**config.mk**
```make
export PLATFORM = sky130hd
export DESIGN_NAME = congestion_signal_gen
export DESIGN_NICKNAME = d
export VERILOG_FILES = /design/src/rtl/cgs_pkg.sv /design/src/rtl/cgs_tick_gen.sv /design/src/rtl/cgs_ecn_decider.sv /design/src/rtl/cgs_pause_tracker.sv /design/src/rtl/congestion_signal_gen.sv
export SDC_FILE = /design/constraint.sdc
export NUM_CORES = 2
export LEC_CHECK = 0
export ABC_AREA = 1
export BUFFER_PORTS_ARGS = -buffer_cell sky130_fd_sc_hd__buf_2
export CORE_MARGIN = 2
export CORE_UTILIZATION = 55
export DETAILED_ROUTE_END_ITERATION = 8
export PLACE_DENSITY = 0.8
export SETUP_SLACK_MARGIN = 0.4
export SYNTH_ARGS = -nofsm -noshare
export SYNTH_HDL_FRONTEND = slang
export SYNTH_HIERARCHICAL = 1
export SYNTH_SLANG_ARGS = --single-unit
```
**constraint.sdc**
```tcl
create_clock -name clk -period 35.2 [get_ports clk]
set_input_delay 7.04 -clock clk [delete_from_list [all_inputs] [get_ports clk]]
set_output_delay 7.04 -clock clk [all_outputs]
set_load 0.01 [all_outputs]
```
**src/rtl/cgs_pkg.sv**
```systemverilog
package cgs_pkg;

    // Fixed-point scale: 1.0 == 2**FRAC_BITS
    localparam int unsigned FRAC_BITS = 16;
    localparam logic [15:0] LFSR_SEED = 16'hACE1;

    typedef enum logic [1:0] {
        FC_NONE   = 2'd0,
        FC_PAUSE  = 2'd1,
        FC_RESUME = 2'd2
    } fc_evt_e;

    typedef struct packed {
        logic    valid;
        logic    mark;
        fc_evt_e evt;
    } verdict_t;

    // Maximal-length taps 16,14,13,11 (Fibonacci form)
    function automatic logic [15:0] lfsr_step(input logic [15:0] s);
        return {s[14:0], s[15] ^ s[13] ^ s[12] ^ s[10]};
    endfunction

    // Release level of the pause hysteresis: four fifths of the trigger
    function automatic int unsigned release_level(input int unsigned trig);
        return (trig * 4) / 5;
    endfunction

    function automatic int unsigned width_of(input int unsigned n);
        return (n > 1) ? $clog2(n) : 1;
    endfunction

endpackage

```
**src/rtl/cgs_tick_gen.sv**
```systemverilog
module cgs_tick_gen #(
    parameter int unsigned DIV = 100
) (
    input  logic clk,
    input  logic rst,
    output logic tick
);
    generate
        if (DIV <= 1) begin : g_every
            assign tick = 1'b1;
        end else begin : g_count
            localparam int unsigned CW = $clog2(DIV);
            logic [CW-1:0] cnt;
            always_ff @(posedge clk) begin
                if (rst) begin
                    cnt <= '0;
                end else if (cnt == CW'(DIV - 1)) begin
                    cnt <= '0;
                end else begin
                    cnt <= cnt + 1'b1;
                end
            end
            assign tick = (cnt == CW'(DIV - 1));
        end
    endgenerate
endmodule

```
**src/rtl/cgs_ecn_decider.sv**
```systemverilog
module cgs_ecn_decider
    import cgs_pkg::*;
#(
    parameter int unsigned DW   = 16,
    parameter int unsigned KMIN = 32768,
    parameter int unsigned KMAX = 52429,
    parameter int unsigned PMAX = 13107
) (
    input  logic          clk,
    input  logic          rst,
    input  logic          obs_valid,
    input  logic [DW-1:0] depth,
    input  logic [DW-1:0] cap,
    output logic          mark
);
    localparam int unsigned WW = DW + FRAC_BITS + 1;
    localparam int unsigned PW = WW + FRAC_BITS;

    logic [15:0]   draw;
    logic [WW-1:0] scaled;
    logic [WW-1:0] lo_lvl;
    logic [WW-1:0] hi_lvl;
    logic [PW-1:0] lhs;
    logic [PW-1:0] rhs;
    logic          below_lo;
    logic          at_hi;

    always_ff @(posedge clk) begin
        if (rst) begin
            draw <= LFSR_SEED;
        end else if (obs_valid) begin
            draw <= lfsr_step(draw);
        end
    end

    always_comb begin
        scaled   = WW'({depth, {FRAC_BITS{1'b0}}});
        lo_lvl   = WW'(cap) * WW'(KMIN);
        hi_lvl   = WW'(cap) * WW'(KMAX);
        below_lo = scaled < lo_lvl;
        at_hi    = scaled >= hi_lvl;
        lhs      = PW'(draw) * PW'(hi_lvl - lo_lvl);
        rhs      = PW'(PMAX) * PW'(scaled - lo_lvl);
        if (below_lo) begin
            mark = 1'b0;
        end else if (at_hi) begin
            mark = 1'b1;
        end else begin
            mark = lhs < rhs;
        end
    end
endmodule

```
**src/rtl/cgs_pause_tracker.sv**
```systemverilog
module cgs_pause_tracker
    import cgs_pkg::*;
#(
    parameter int unsigned NPAIRS   = 32,
    parameter int unsigned WD_LIMIT = 10000
) (
    input  logic                          clk,
    input  logic                          rst,
    input  logic                          tick,
    input  logic                          obs_valid,
    input  logic [width_of(NPAIRS)-1:0]   pair_idx,
    input  logic                          hit_on,
    input  logic                          below_off,
    output fc_evt_e                       evt,
    output logic [NPAIRS-1:0]             paused,
    output logic [NPAIRS-1:0]             release_pulse,
    output logic [NPAIRS-1:0]             alarm
);
    localparam int unsigned IW = width_of(NPAIRS);
    localparam int unsigned CW = $clog2(WD_LIMIT + 1);

    logic [NPAIRS-1:0] fire;
    logic [NPAIRS-1:0] sel;
    logic              cur_paused;
    logic              idx_ok;

    assign idx_ok     = 32'(pair_idx) < NPAIRS;
    assign cur_paused = idx_ok ? paused[pair_idx] : 1'b0;

    always_comb begin
        evt = FC_NONE;
        if (obs_valid && idx_ok) begin
            if (hit_on && !cur_paused) begin
                evt = FC_PAUSE;
            end else if (below_off && cur_paused) begin
                evt = FC_RESUME;
            end
        end
    end

    genvar i;
    generate
        for (i = 0; i < NPAIRS; i++) begin : g_pair
            logic [CW-1:0] held;

            assign sel[i]  = obs_valid && (pair_idx == IW'(i));
            assign fire[i] = paused[i] && tick && (held == CW'(WD_LIMIT - 1));

            always_ff @(posedge clk) begin
                if (rst || !paused[i]) begin
                    held <= '0;
                end else if (tick) begin
                    held <= held + 1'b1;
                end
            end

            always_ff @(posedge clk) begin
                if (rst) begin
                    paused[i]        <= 1'b0;
                    release_pulse[i] <= 1'b0;
                    alarm[i]         <= 1'b0;
                end else begin
                    release_pulse[i] <= fire[i];
                    if (fire[i]) begin
                        alarm[i] <= 1'b1;
                    end
                    if (sel[i] && hit_on && !paused[i]) begin
                        paused[i] <= 1'b1;
                    end else if ((sel[i] && below_off && paused[i]) || fire[i]) begin
                        paused[i] <= 1'b0;
                    end
                end
            end
        end
    endgenerate
endmodule

```
**src/rtl/congestion_signal_gen.sv**
```systemverilog
module congestion_signal_gen
    import cgs_pkg::*;
#(
    parameter int unsigned NPORTS   = 8,
    parameter int unsigned NPRIO    = 4,
    parameter int unsigned DW       = 16,
    parameter int unsigned KMIN     = 32768,
    parameter int unsigned KMAX     = 52429,
    parameter int unsigned PMAX     = 13107,
    parameter int unsigned PFC_ON   = 55706,
    parameter int unsigned TICK_DIV = 100,
    parameter int unsigned WD_LIMIT = 10000,
    localparam int unsigned NPAIRS  = NPORTS * NPRIO,
    localparam int unsigned PW      = width_of(NPORTS),
    localparam int unsigned QW      = width_of(NPRIO)
) (
    input  logic              clk,
    input  logic              rst,
    input  logic              obs_valid,
    input  logic [DW-1:0]     obs_depth,
    input  logic [DW-1:0]     obs_cap,
    input  logic [PW-1:0]     obs_port,
    input  logic [QW-1:0]     obs_prio,
    output logic              out_valid,
    output logic              out_mark,
    output logic              out_pause,
    output logic              out_resume,
    output logic [PW-1:0]     out_port,
    output logic [QW-1:0]     out_prio,
    output logic [NPAIRS-1:0] pair_paused,
    output logic [NPAIRS-1:0] wd_release,
    output logic [NPAIRS-1:0] wd_alarm
);
    localparam int unsigned IW      = width_of(NPAIRS);
    localparam int unsigned WW      = DW + FRAC_BITS + 1;
    localparam int unsigned PFC_OFF = release_level(PFC_ON);

    logic          tick;
    logic          mark_c;
    fc_evt_e       evt_c;
    logic [IW-1:0] pair_idx;
    logic [WW-1:0] scaled;
    logic          hit_on;
    logic          below_off;
    verdict_t      verdict_q;
    logic [PW-1:0] port_q;
    logic [QW-1:0] prio_q;

    assign pair_idx  = IW'(32'(obs_port) * NPRIO + 32'(obs_prio));
    assign scaled    = WW'({obs_depth, {FRAC_BITS{1'b0}}});
    assign hit_on    = scaled >= WW'(obs_cap) * WW'(PFC_ON);
    assign below_off = scaled <  WW'(obs_cap) * WW'(PFC_OFF);

    cgs_tick_gen #(.DIV(TICK_DIV)) u_tick (
        .clk  (clk),
        .rst  (rst),
        .tick (tick)
    );

    cgs_ecn_decider #(
        .DW   (DW),
        .KMIN (KMIN),
        .KMAX (KMAX),
        .PMAX (PMAX)
    ) u_ecn (
        .clk       (clk),
        .rst       (rst),
        .obs_valid (obs_valid),
        .depth     (obs_depth),
        .cap       (obs_cap),
        .mark      (mark_c)
    );

    cgs_pause_tracker #(
        .NPAIRS   (NPAIRS),
        .WD_LIMIT (WD_LIMIT)
    ) u_pfc (
        .clk           (clk),
        .rst           (rst),
        .tick          (tick),
        .obs_valid     (obs_valid),
        .pair_idx      (pair_idx),
        .hit_on        (hit_on),
        .below_off     (below_off),
        .evt           (evt_c),
        .paused        (pair_paused),
        .release_pulse (wd_release),
        .alarm         (wd_alarm)
    );

    always_ff @(posedge clk) begin
        if (rst) begin
            verdict_q <= '{valid: 1'b0, mark: 1'b0, evt: FC_NONE};
            port_q    <= '0;
            prio_q    <= '0;
        end else begin
            verdict_q.valid <= obs_valid;
            verdict_q.mark  <= obs_valid && mark_c;
            verdict_q.evt   <= obs_valid ? evt_c : FC_NONE;
            if (obs_valid) begin
                port_q <= obs_port;
                prio_q <= obs_prio;
            end
        end
    end

    assign out_valid  = verdict_q.valid;
    assign out_mark   = verdict_q.mark;
    assign out_pause  = verdict_q.evt == FC_PAUSE;
    assign out_resume = verdict_q.evt == FC_RESUME;
    assign out_port   = port_q;
    assign out_prio   = prio_q;
endmodule

```
# Word level (Yosys, flattened, before mapping)
# Cells that the tools add are included.
totals:
  word_cells: 683
  register_bits: 576
  n_memories: 0
  latchBits: 0
  input_bits: 40
  mem_bits_rw: 0
  rom_bits: 0
  output_inout_bits: 105
op_classes:
  div: 0
  add_sub_neg: 36
  n_reduce_logical: 360
  bitwise: 4
  shifts: 0
  n_lt_le_gt_ge: 6
  mux: 70
  n_mul: 5
  eq_ne: 66
op_table:
  columns: ["op", "count"]
  rows:
  - ["14-bit by 1-bit adder with 14-bit output, second input constant", 32]
  - ["14-bit == test, second input constant", 32]
  - ["1-bit logical AND", 227]
  - ["5-bit == test, second input constant", 16]
  - ["1-bit two-way mux", 68]
  - ["32-bit by 31-bit subtractor with 33-bit output", 2]
  - ["32-bit >= comparator", 2]
  - ["1-bit logical OR", 64]
  - ["2-bit nonzero test", 32]
  - ["49-bit < comparator", 1]
  - ["14-bit by 49-bit multiplier with 49-bit output, first input constant", 1]
  - ["16-bit by 49-bit multiplier with 49-bit output", 1]
  - ["5-bit by 4-bit == test with 1-bit output, second input constant", 8]
  - ["1-bit zero test", 33]
  - ["32-bit by 31-bit < comparator with 1-bit output", 1]
  - ["32-bit < comparator", 1]
  - ["16-bit by 16-bit multiplier with 32-bit output, second input constant", 1]
  - ["16-bit by 15-bit multiplier with 31-bit output, second input constant", 1]
  - ["16-bit by 14-bit multiplier with 30-bit output, second input constant", 1]
  - ["5-bit by 3-bit == test with 1-bit output, second input constant", 4]
  - ["5-bit by 2-bit == test with 1-bit output, second input constant", 2]
  - ["7-bit by 1-bit adder with 7-bit output, second input constant", 1]
  - ["7-bit == test, second input constant", 1]
  - ["5-bit by 6-bit < comparator with 1-bit output, second input constant", 1]
  - ["other kinds (11)", 14]

# Depth between registers and ports, before layout
depth:
  word_depth: 8
  mapped_depth: 68
  mapped_depth_nobuf: 68

# Hierarchy
# The synthesis kept the hierarchy.
modules_own_cells:
  columns: ["module", "seq_area_each_um2", "area_each_um2", "cells_each", "instances"]
  rows:
  - ["cgs_ecn_decider", 320.3, 33171.8, 4247, 1]
  - ["cgs_pause_tracker", 10890.4, 24611.1, 3513, 1]
  - ["congestion_signal_gen", 180.2, 10237.3, 1299, 1]
  - ["cgs_tick_gen", 140.1, 366.6, 51, 1]

# Worst setup path after synthesis
# Ideal clock, no wire load.
synth_timing:
  path_type: "input to register"
  from: "input obs_cap[1]"
  to: "register verdict_q (netlist bit out_mark)"
  required_ns: 35.091
  n_path_buf: 3
  path_slack_ns: 16.245
  cell_stages: 66
  arrival_time_ns: 18.846
  setup_time_ns: 0.109
  path_cell_list: "clkbuf_1 clkbuf_1 inv_1 ha_1 ha_1 inv_1 fa_1 inv_1 fa_1 fa_1 inv_1 fa_1 inv_1 ha_1 inv_1 o21bai_1 a21oi_1 a21boi_1 [... 30 more ...] nor2_1 inv_1 nor3_1 nand3_1 nand4_1 nand2_1 ha_1 nand2_1 nor2_1 nand4_1 nor2_1 o211ai_1 nand3_1 nand3_1 nand2_1 inv_1 nand2_1 nor2_1"
synth_between:
  elab_chain_cells: 7
  word_cells_on_any_way: 11
  cone_classes: "2 x add/sub; 3 x mul; 3 x order compare; 2 x mux; 1 x reduce/logical"
synth_lines:
  columns: ["item", "line", "text"]
  rows:
  - ["start, declared", "congestion_signal_gen.sv:21", "input logic [DW-1:0] obs_cap,"]
  - ["16-bit by 16-bit multiplier with 32-bit output", "cgs_ecn_decider.sv:39", "hi_lvl = WW'(cap) * WW'(KMAX);"]
  - ["32-bit by 31-bit subtractor with 33-bit output", "cgs_ecn_decider.sv:42", "lhs = PW'(draw) * PW'(hi_lvl - lo_lvl);"]
  - ["16-bit by 49-bit multiplier with 49-bit output", "cgs_ecn_decider.sv:42", null]
  - ["49-bit < comparator", "cgs_ecn_decider.sv:49", "mark = lhs < rhs;"]
  - ["1-bit two-way mux", "cgs_ecn_decider.sv:46", "end else if (at_hi) begin"]
  - ["1-bit two-way mux (*)", "cgs_ecn_decider.sv:44", "if (below_lo) begin"]
  - ["via mark_c", "congestion_signal_gen.sv:39", "logic mark_c;"]
  - ["1-bit logical AND (*)", "congestion_signal_gen.sv:98", "verdict_q.mark <= obs_valid && mark_c;"]
  - ["end signal, assigned", "congestion_signal_gen.sv:93", "verdict_q <= '{valid: 1'b0, mark: 1'b0, evt: FC_NONE};"]
  - ["end, declared", "congestion_signal_gen.sv:45", "verdict_t verdict_q;"]
# The timed path passes the listed nets; every way through them passes the cells marked *.
# A chain may end at the register's enable or synchronous reset.

# Worst setup path in the final report
# Same ends and word-level chain as after synthesis.

==> qor.tcl <==
set qor(result_of_the_run) {finished clean}
set qor(synth_largest_area_cell) {fa_1}
set qor(timing.critical_path.fanout_max) 33
set qor(via_count) 60500
set qor(core_area_mm2) 0.123
set qor(async_reset_ff_share_pct) 0
set qor(placement_rows) 129
set qor(max_slew.worst_pin.slew_ns) 1.10
set qor(final_core_utilization_pct) 59.0
set qor(clock_insertion_delay_worst_skew_ns) 0.66
set qor(final_min_period_over_clock_period_pct) 58.2
set qor(die_area_mm2) 0.127
set qor(gr-usage-all-layers_pct) 30.0
set qor(layout.cells.most_common_list) {inv_1 (1820), nand2_1 (1508), nor2_1 (1040), fa_1 (813), ha_1 (737)}
set qor(synth_seq_cells) 576
set qor(cts_setup_buffers) 0
set qor(period_needed_ns) 20.48
set qor(clock_path_buffers) 3
set qor(timing_max_transition_violations_final) 0
set qor(critical_path_buf_inv_count) 14
set qor(detail_route.wl_per_cell_um) 17.7
set qor(critical-path-slowest-cell) {xor2_1}
set qor(yosys_most_used_dff) {dfxtp_1}
set qor(grt_residual_overflow) 0
set qor(synth_nets) 10700
set qor(timing.max_slew.rel_slack_pct) 26.5
set qor(floorplan.initialDensity_pct) 55.4
set qor(gp_routability_congestion) 1.05
set qor(synthCells) 9110
set qor(finish.net_count) 10800
set qor(grt_max_degree) 106
set qor(synth_edf_count) 0
set qor(critical_path_class) {primary input to flop}
set qor(num_io_pins) 145
set qor(post_cts_resize_count) 0
set qor(io_buffers) 144
set qor(worstSetupStartpointType) {primary input}
set qor(cp-startpoint) {obs_cap[1]}
set qor(drt_iter0_drc) 4983
set qor(reg2reg_from) {u_ecn/draw[13]}
set qor(fp.dieW_um) 357
set qor(cts_root_buffer) {clkbuf_16}
set qor(synthesis.area_mm2) 0.0684
set qor(met2_length_um) 89100
set qor(cts_tree) {built}
set qor(drt-pass1-iter-count) 7
set qor(report.final.setup_viol) 0
set qor(areaGrowthSynthToFinish_pct) 6.54
set qor(final-hold-violation-count) 0
set qor(clock-skew-final_ns) 0.0531
set qor(initial_antenna_violation_count) 6
set qor(nFillCells) 11100
set qor(timing.critical_path.arrival_ns) 20.98
set qor(endpoint_kind) {flop}
set qor(met3_length_um) 13600
set qor(antenna_left) 0
set qor(syn-mean-instance-area_um2) 7.51
set qor(critical_path.top_delay_family) {adder cells}
set qor(sequential_cell_area_fraction_in_the_yosys_report_pct) 16.9
set qor(path_common_cell) {inv_1}
set qor(ys_top_cells_by_area) {fa_1 (24%), dfxtp_1 (17%), ha_1 (13%), inv_1 (10%), nand2_1 (8.3%)}
set qor(min-delay-path-class) {flop to flop}
set qor(max_cap_viol_count) 0
set qor(critPathRequiredTime_ns) 35.70
set qor(layout-drive-gt1-share_pct) 4.45
set qor(setup_tns_ns) 0
set qor(clkSinkCount) 576
set qor(netlist.area_leader.share_pct) 23.8
set qor(crit_path_max_incr_delay_ns) 0.82
set qor(synthDistinctLibCells) 65
set qor(detailed_route_wire_length_on_metal_1_um) 79900
set qor(viasPerCell) 5.57
set qor(yosysWarnings) 6
set qor(post_detailed_placement_half_perimeter_wirelength_um) 155000
set qor(grt_setup_unrepaired) {false}
set qor(cts_inserted_buffers) 59
set qor(grt_first_pass_wirelength_um) 307000
set qor(top_layer_used) {met5}
set qor(first_global_vias) 59700
set qor(clkTransAtPathRegs_ns) 0.09
set qor(drc_viols) 0
set qor(cts.htree.levels) 2
set qor(hold_path.startpoint) {u_pfc/g_pair[31].held[10]}
set qor(drt_wl_total_um) 192000
set qor(leading_cell_type_in_the_layout_fill_and_taps_excluded) {inv_1}
set qor(clock.fmax_mhz) 48.8
set qor(die_h_um) 357
set qor(hold_buffers) 0
-- kinds of logic after synthesis --
| group | count (synthesis) | share of synthesized area, % |
|---|---|---|
| other cells | 1 | 0.00548 |
| buf+inv | 2027 | 11.3 |
| simple gates | 3570 | 22.4 |
| fa+ha+maj | 1550 | 37.3 |
| flops | 576 | 16.9 |
| compound gates | 1175 | 9.29 |
| xor+xnor | 211 | 2.82 |
-- cells in the mapped netlist (5+ instances only) --
| library cell | number |
|---|---|
| a211oi_1 | 11 |
| a21boi_0 | 9 |
| a21boi_1 | 5 |
| a21o_1 | 25 |
| a21oi_1 | 598 |
| a21oi_2 | 9 |
| a31oi_1 | 40 |
| and2_1 | 13 |
| and3_1 | 17 |
| buf_1 | 10 |
| buf_2 | 46 |
| buf_6 | 9 |
| clkbuf_1 | 114 |
| clkinv_1 | 7 |
| dfxtp_1 | 576 |
| fa_1 | 813 |
| ha_1 | 737 |
| inv_1 | 1821 |
| inv_2 | 17 |
| nand2_1 | 1509 |
| nand2_2 | 24 |
| nand3_1 | 510 |
| nand3_2 | 7 |
| nand3b_1 | 26 |
| nand4_1 | 131 |
| nand4_4 | 5 |
| nor2_1 | 1041 |
| nor2_2 | 25 |
| nor3_1 | 183 |
| nor3_2 | 5 |
| nor3b_1 | 13 |
| nor4_1 | 36 |
| o211ai_1 | 6 |
| o21a_1 | 35 |
| o21ai_0 | 387 |
| o21ai_1 | 10 |
| o21ba_2 | 5 |
| o21bai_1 | 24 |
| or2_1 | 5 |
| or2_2 | 8 |
| xnor2_1 | 96 |
| xor2_1 | 109 |
-- through the flow --
stage / cells / hold slack, ns / cell area [um2] / setup WS (ns)
2_1_floorplan: 9110 / 0.423 / 68400 / 16.24
3_3_place_gp: 10700 / 0.431 / 70600 / 14.39
4_1_cts: 10900 / 0.447 / 72800 / 14.81
3_5_place_dp: 10700 / 0.437 / 70600 / 14.17
5_1_grt: 10900 / 0.468 / 72900 / 13.87
6_report: 10900 / 0.447 / 72900 / 14.72
-- cell type report --
type | instances | area [um2] | share of cell area, %
multi-input cells | 6507 | 49100 | 67.4
flip-flops and latches | 576 | 11500 | 15.8
inverters | 1845 | 6940 | 9.52
well taps | 1637 | 2050 | 2.81
clock buffers | 80 | 1680 | 2.30
repair buffers | 176 | 967 | 1.33
clock inverters | 31 | 581 | 0.797
diodes | 5 | 12.5 | 0.0172
-- flip-flops by register name (all words and copies together), names as in the netlist --
signal and cells:
u_tick/g_count.cnt 7, out_valid 1, verdict_q 2, u_pfc/release_pulse 32
u_pfc/alarm 32, out_prio 2, out_mark 1, out_port 3
u_ecn/draw 16, u_pfc/paused 32, u_pfc/g_pair.held 448
-- worst register-to-register path, delay by kind of cell (launching register included) --
family / cells / cell delay, ns
buffers and inverters: 4 / 0.94
DFF: 1 / 1.05
AOI/OAI and AO/OA: 6 / 1.36
adders and majority gates: 8 / 3.67
and+or+nand+nor: 10 / 1.29
xor gates and xnor gates: 1 / 0.28
-- final timing paths --
path	endpoint	slack [ns]	depth (start not counted)
worst max register to register	out_mark	26.48	29
worst min register to register	u_pfc/g_pair[31].held[10]	0.45	2
worst min-delay path	u_pfc/g_pair[31].held[10]	0.45	2
worst max-delay path	out_mark	14.72	58
-- layer usage --
| metal | vias up | track usage (%) |
|---|---|---|
| li1 | 28800 | - |
| met1 | 28900 | 39.1 |
| met2 | 2303 | 49.7 |
| met3 | 478 | 4.27 |
| met4 | 2 | 13.1 |
| met5 | - | 0 |
Power is left out: the tool's default activity adds up to more than one toggle a clock period on the data nets, which glitch-free logic cannot reach.
